File: src/rtl/hwfc_pkg.sv
package hwfc_pkg;
  localparam int MODE_W  = 5;
  localparam int B_RTS   = 0;  // request line used for input control
  localparam int B_CTS   = 1;  // clear line gates output
  localparam int B_DTR   = 2;  // ready line used for input control
  localparam int B_CD    = 3;  // carrier line gates output
  localparam int B_ISO   = 4;  // outgoing clock stopped for input control

  typedef enum logic [1:0] {
    APPLY_NOW   = 2'd0,
    APPLY_DRAIN = 2'd1,
    APPLY_FLUSH = 2'd2,
    APPLY_NOW2  = 2'd3
  } apply_t;

  typedef enum logic [1:0] {
    ST_IDLE  = 2'd0,
    ST_WAIT  = 2'd1,
    ST_FLUSH = 2'd2
  } cfg_state_t;

  function automatic logic mode_ok(input logic [MODE_W-1:0] m);
    return !(m[B_RTS] && m[B_DTR]) && !(m[B_CTS] && m[B_CD]);
  endfunction
endpackage

File: src/rtl/hwfc_sync.sv
module hwfc_sync #(
  parameter int W      = 2,
  parameter int STAGES = 2
) (
  input  logic         clk,
  input  logic         rst,
  input  logic [W-1:0] d,
  output logic [W-1:0] q
);
  genvar g;
  generate
    for (g = 0; g < STAGES; g++) begin : g_stage
      logic [W-1:0] r;
      if (g == 0) begin : g_first
        always_ff @(posedge clk) begin
          if (rst) r <= '0;
          else     r <= d;
        end
      end else begin : g_next
        always_ff @(posedge clk) begin
          if (rst) r <= '0;
          else     r <= g_stage[g-1].r;
        end
      end
    end
  endgenerate

  assign q = g_stage[STAGES-1].r;
endmodule

File: src/rtl/hwfc_cfg.sv
module hwfc_cfg
  import hwfc_pkg::*;
(
  input  logic              clk,
  input  logic              rst,
  input  logic              wr,
  input  logic [MODE_W-1:0] wr_mode,
  input  logic [1:0]        wr_apply,
  input  logic              tx_drained,
  output logic [MODE_W-1:0] mode_q,
  output logic [MODE_W-1:0] pend_q,
  output cfg_state_t        state_q,
  output logic              flush_q,
  output logic              err_q
);
  logic   legal;
  apply_t ap;
  logic   pend_flush;

  assign legal = mode_ok(wr_mode);
  assign ap    = apply_t'(wr_apply);

  always_ff @(posedge clk) begin
    if (rst) begin
      mode_q     <= '0;
      pend_q     <= '0;
      pend_flush <= 1'b0;
      state_q    <= ST_IDLE;
      flush_q    <= 1'b0;
      err_q      <= 1'b0;
    end else begin
      flush_q <= 1'b0;
      err_q   <= wr && !legal;
      if (wr && legal) begin
        case (ap)
          APPLY_DRAIN, APPLY_FLUSH: begin
            pend_q     <= wr_mode;
            pend_flush <= (ap == APPLY_FLUSH);
            state_q    <= ST_WAIT;
          end
          default: begin
            mode_q  <= wr_mode;
            state_q <= ST_IDLE;
          end
        endcase
      end else begin
        case (state_q)
          ST_WAIT: begin
            if (tx_drained) begin
              if (pend_flush) begin
                flush_q <= 1'b1;
                state_q <= ST_FLUSH;
              end else begin
                mode_q  <= pend_q;
                state_q <= ST_IDLE;
              end
            end
          end
          ST_FLUSH: begin
            mode_q  <= pend_q;
            state_q <= ST_IDLE;
          end
          default: state_q <= ST_IDLE;
        endcase
      end
    end
  end
endmodule

File: src/rtl/hwfc_pins.sv
module hwfc_pins
  import hwfc_pkg::*;
(
  input  logic              clk,
  input  logic              rst,
  input  logic              port_open,
  input  logic [MODE_W-1:0] mode,
  input  logic              rx_stop,
  input  logic              cts_s,
  input  logic              cd_s,
  input  logic              clk_out_active,
  output logic              rts_q,
  output logic              dtr_q,
  output logic              txen_q,
  output logic              gate_q
);
  always_ff @(posedge clk) begin
    if (rst) begin
      rts_q  <= 1'b0;
      dtr_q  <= 1'b0;
      txen_q <= 1'b0;
      gate_q <= 1'b0;
    end else begin
      rts_q  <= port_open && !(mode[B_RTS] && rx_stop);
      dtr_q  <= port_open && !(mode[B_DTR] && rx_stop);
      txen_q <= port_open && (!mode[B_CTS] || cts_s) && (!mode[B_CD] || cd_s);
      gate_q <= !(mode[B_ISO] && clk_out_active && rx_stop);
    end
  end
endmodule

File: src/rtl/hwfc_unit.sv
module hwfc_unit
  import hwfc_pkg::*;
#(
  parameter int SYNC_STAGES = 2
) (
  input  logic       clk,
  input  logic       rst,
  input  logic       port_open,
  input  logic       cfg_wr,
  input  logic [4:0] cfg_mode,
  input  logic [1:0] cfg_apply,
  input  logic       tx_drained,
  input  logic       rx_stop_req,
  input  logic       cts_in,
  input  logic       cd_in,
  input  logic       clk_out_active,
  output logic       rts_out,
  output logic       dtr_out,
  output logic       tx_enable,
  output logic       clk_gate_out,
  output logic       rx_flush,
  output logic       cfg_err
);
  localparam int LINES = 2;

  logic [LINES-1:0]  line_s;
  logic [MODE_W-1:0] mode_q;
  logic [MODE_W-1:0] pend_q;
  cfg_state_t        state_q;

  hwfc_sync #(.W(LINES), .STAGES(SYNC_STAGES)) u_sync (
    .clk (clk),
    .rst (rst),
    .d   ({cd_in, cts_in}),
    .q   (line_s)
  );

  hwfc_cfg u_cfg (
    .clk        (clk),
    .rst        (rst),
    .wr         (cfg_wr),
    .wr_mode    (cfg_mode),
    .wr_apply   (cfg_apply),
    .tx_drained (tx_drained),
    .mode_q     (mode_q),
    .pend_q     (pend_q),
    .state_q    (state_q),
    .flush_q    (rx_flush),
    .err_q      (cfg_err)
  );

  hwfc_pins u_pins (
    .clk            (clk),
    .rst            (rst),
    .port_open      (port_open),
    .mode           (mode_q),
    .rx_stop        (rx_stop_req),
    .cts_s          (line_s[0]),
    .cd_s           (line_s[1]),
    .clk_out_active (clk_out_active),
    .rts_q          (rts_out),
    .dtr_q          (dtr_out),
    .txen_q         (tx_enable),
    .gate_q         (clk_gate_out)
  );
endmodule

File: config.mk
export PLATFORM = sky130hd
export DESIGN_NAME = hwfc_unit
export DESIGN_NICKNAME = d
export VERILOG_FILES = /design/src/rtl/hwfc_pkg.sv /design/src/rtl/hwfc_sync.sv /design/src/rtl/hwfc_cfg.sv /design/src/rtl/hwfc_pins.sv /design/src/rtl/hwfc_unit.sv
export SDC_FILE = /design/constraint.sdc
export NUM_CORES = 1
export LEC_CHECK = 0
export CORE_MARGIN = 2
export CORE_UTILIZATION = 35
export CTS_CLUSTER_DIAMETER = 30
export DETAILED_ROUTE_END_ITERATION = 6
export GPL_TIMING_DRIVEN = 0
export PLACE_DENSITY = 0.58
export SETUP_SLACK_MARGIN = 0.3
export SYNTH_ARGS = -nofsm -noshare
export SYNTH_HDL_FRONTEND = slang
export SYNTH_SLANG_ARGS = --single-unit
File: constraint.sdc
create_clock -name clk -period 4.16 [get_ports clk]
set_input_delay 0.832 -clock clk [delete_from_list [all_inputs] [get_ports clk]]
set_output_delay 0.832 -clock clk [all_outputs]
set_load 0.01 [all_outputs]
; After elaboration in Yosys (flattened, before gate mapping)
; Cells that the tools add are included.
[classes]
bitwise_logic = 2
muxes = 11
reduce_logical = 28
eq_ne = 7
[op_table]
columns = cell, count
row1 = $mux 5, 4
row2 = $logic_and 1x1->1, 13
row3 = $pmux 5 s2, 1
row4 = $logic_not 1->1, 8
row5 = $mux 2, 4
row6 = $eq 2x1->1 const B, 2
row7 = $eq 2x2->1 const B, 2
row8 = $reduce_and 4->1, 1
row9 = $reduce_or 4->1, 1
row10 = $ne 3x2->1 const B, 1
row11 = $ne 3x3->1 const B, 1
row12 = $reduce_bool 3->1, 1
row13 = $logic_or 1x1->1, 2
row14 = $mux 1, 2
row15 = $ne 2x2->1 const B, 1
row16 = $not 1->1, 2
row17 = $reduce_and 2->1, 1
row18 = $reduce_or 2->1, 1
[totals]
register_bits = 23
output_inout_bits = 6
word_cells = 60
input_bits = 16

; Logic depth before layout (Yosys ltp)
[depth]
depth_word = 6
depth_mapped = 6
depth_no_buf = 6

; By module
; From an unflattened synthesis, not the netlist that was laid out.
[unflattened]
cells_unflattened = 88
area_unflattened_um2 = 914.6
[modules_own_cells]
columns = module, seq_area_each_um2, cells_each, n_inst, area_per_inst_um2
row1 = hwfc_cfg, 300.3, 69, 1, 676.9
row2 = hwfc_pins, 80.1, 11, 1, 132.6
row3 = hwfc_sync, 80.1, 8, 1, 105.1

; Least setup slack after synthesis
; No wires, ideal clock.
[synth_path]
kind = input to register
startpoint = input port cfg_apply[0]
endpoint = register u_cfg.mode_q[1]
t_required_ns = 4.089
n_path_buf = 0
arrival_ns = 1.932
setup_ns = 0.071
stages = 6
slack_ns = 2.158
cell_sequence = inv_1 > ha_1 > inv_1 > nor3_4 > or3_2 > a21oi_1
[synth_via]
elab_chain_cells = 4
word_cells_on_any_way = 5
classes_between = 3 x eq/ne / 2 x reduce/logical
[synth_lines]
columns = element, line_no
row1 = start: declaration, hwfc_unit.sv:11  ; input logic [1:0] cfg_apply,
row2 = $eq 2x1->1 or $eq 2x2->1 (tied branches), hwfc_cfg.sv:35  ; case (ap)
row3 = $reduce_or 2->1 *, hwfc_cfg.sv:35
row4 = $ne 2x2->1 (no source line) *, -
row5 = $reduce_and 4->1 (no source line) *, -
row6 = end signal: assignment, hwfc_cfg.sv:42  ; mode_q <= wr_mode;
row7 = end signal: assignment, hwfc_cfg.sv:54  ; mode_q <= pend_q;
row8 = end signal: assignment, hwfc_cfg.sv:60  ; mode_q <= pend_q;
row9 = end: declaration, hwfc_cfg.sv:10  ; output logic [MODE_W-1:0] mode_q,
; Every way passes the cells marked *; elsewhere a longest branch is shown, timed or not.
; A chain may end at the register's enable or synchronous reset.

; Final worst setup path
; Same ends and word-level chain as after synthesis.

==> impl_metrics.yaml <==
status:
  status: "completed"
setup_path:
  crit_fanout: 9
  critical_path_class: "input pin to register"
  reg2reg_slack_ns: 2.67
  cp.arrival_ns: 2.49
  endpoint_kind: "register"
  reg2regPathDepth: 5
  crit_required_ns: 4.42
  crit_path_start_kind: "input pin"
route:
  final_antenna_net_count: 0
  via_per_inst: 5.03
  finalWirelength_um: 1830
  wl_per_cell_um: 11.9
  route.detailed.drc: 0
  drt_iter0_drc: 16
  vias: 769
  dr.pass1.iters: 6
place:
  gp_congestion: 0.687
  io_buffers: 20
  dp_hpwl_um: 1400
logic_synthesis:
  syn_inst: 98
  yosysMostFrequentCell: "dfxtp_1"
  ys_warn_count: 0
  ys_types: 29
  synth_edf_count: 0
  synth_nets: 116
  seq_area_frac_synth: 0.471
  async_flop_share: 0
  synth_top_cell_by_area: "dfxtp_1"
  syn_avg_cell_area_um2: 9.98
  yosys-top-cells-count: "23 x dfxtp_1, 9 x a21oi_1, 9 x nand2_1"
  synth_flop_cell: "dfxtp_1"
  synth_area_leaders: "dfxtp_1 47%, mux2i_1 5.1%, a21oi_1 4.6%"
  synth_top_area_frac: 0.471
  synthesis.area_um2: 978
  ys_seq_elements: 23
layout:
  drive_gt1_frac: 0.115
  areaGrowthSynthToFinish_pct: 27.2
  nFillCells: 282
  diodes: 0
  layout.nets: 141
global_route:
  grt_pass1_vias: 766
  grt-ovfl-total: 0
  antenna_found_initial: 0
  grt_pass1_wl_um: 3350
  gr-usage-all-layers: 0.130
  grt_max_degree: 14
clock_network:
  clock_sinks: 23
  cts_tree: "done"
  cts_hold_buf: 0
  h-tree-depth: 1
  cts-buffers-inserted: 3
  clk_latency_ns: 0.32
  cts.repair.resized: 0
  postCtsSetupBuffers: 0
  path_clk_slew_ns: 0.13
  clockBufferDepth: 2
  clockRootBuffer: "clkbuf_4"
hold_path:
  hold_path_depth: 1
  worst_hold_path_type: "register to register"
sta:
  worst_pin_slew_ns: 0.462
  setup_viol: 0
  max_freq_ghz: 0.448
  fin_crit_sh: 0.536
  final.setup.tns_ns: 0
  final_max_slew_viol_count: 0
  max-slew-margin-rel: 0.684
  rsz0062_at_grt: "false"
  final_hold_viol_count: 0
  skew_ns: 0.00438
  fin_crit_ns: 2.23
floorplan:
  ios: 22
  start_util: 0.361
  row_count: 19
  die_w_um: 56.9
  dieArea_mm2: 0.00323
  core_area_mm2: 0.00271
  dieHeight_um: 56.9
pwr:
  p_per_area_mw_per_mm2: 324
  vdd_drop_max_uv: 179
  p_leak_nw: 0.440
  power_mw: 0.404
run:
  cap_violations: 0
[where the power goes]
part	switching, mW	total [mW]	internal (mW)
clock	0.0691	0.105	0.0360
combinational	0.0312	0.0654	0.0341
sequential	0.00349	0.233	0.230
[placed cells by master (no fill, tap or decap), drive strengths merged, types with 2 or more instances in the layout]
master and n:
or3b 2, clkdlybuf4s50 20, or3 2, dfxtp 23, a21bo 2, nor2b 4, inv 6, nand2b 2
o221ai 4, nand2 9, nor3 5, clkbuf 5, a21oi 9, nor2 7, ha 2, mux2i 5
o21bai 4
[per-stage QoR]
stage	cell area, um^2	hold WS, ns	util	std cells	worst slack (ns)
global placement	1220	0.420	0.449	149	1.59
finish	1240	0.444	0.459	153	1.93
floorplan	978	0.398	-	98	2.16
CTS	1240	0.447	0.459	153	1.94
global route	1240	0.462	0.459	153	1.78
detailed placement	1220	0.424	0.449	149	1.59
[flip-flops by register name (all words and copies together), names as in the netlist, 2 cells and up]
register,cells
u_sync.g_stage.r,2
u_sync.q,2
u_cfg.mode_q,5
u_cfg.pend_q,5
u_cfg.state_q,2
[final cells by class]
cell class,instances,area (um^2),share of cell area
inverters,6,22.5,0.0181
clock buffers,3,22.5,0.0181
repair buffers,20,200,0.161
multi-input cells,67,488,0.392
flip-flops and latches,23,460,0.370
plain buffers,2,7.51,0.00603
well taps,31,38.8,0.0312
clock inverters,1,5.00,0.00402
[metal layers]
metal | wire [um] | up-vias | GRT usage | share of wire
met5 | 0 | - | 0 | 0
met4 | 37 | 0 | 0.0498 | 0.020
met3 | 102 | 4 | 0.0346 | 0.056
met2 | 836 | 17 | 0.208 | 0.46
met1 | 849 | 344 | 0.168 | 0.47
li1 | - | 404 | - | -
[cells by family after synthesis]
family / count (synthesis) / share of synthesized area
compound gates: 25 / 0.207
fa+ha+maj: 2 / 0.0256
buf+inv: 8 / 0.0307
flops: 23 / 0.471
mux: 5 / 0.0512
simple gates: 35 / 0.215
[worst paths after layout]
check,startpoint,to
setup reg to reg,u_cfg.state_q[1],u_cfg.mode_q[1]
setup / recovery,cfg_apply[0],u_cfg.mode_q[1]
hold reg to reg,u_cfg.mode_q[2],u_pins.dtr_q
hold / removal,u_cfg.mode_q[2],u_pins.dtr_q
[critical path, cell delays in order]
cell	delay, ns
clkdlybuf4s50_1	0.45
inv_1	0.04
ha_1	0.32
inv_1	0.11
nor3_4	0.37
o221ai_1	0.21
a21oi_1	0.16
(Power assumes the default switching activity.)
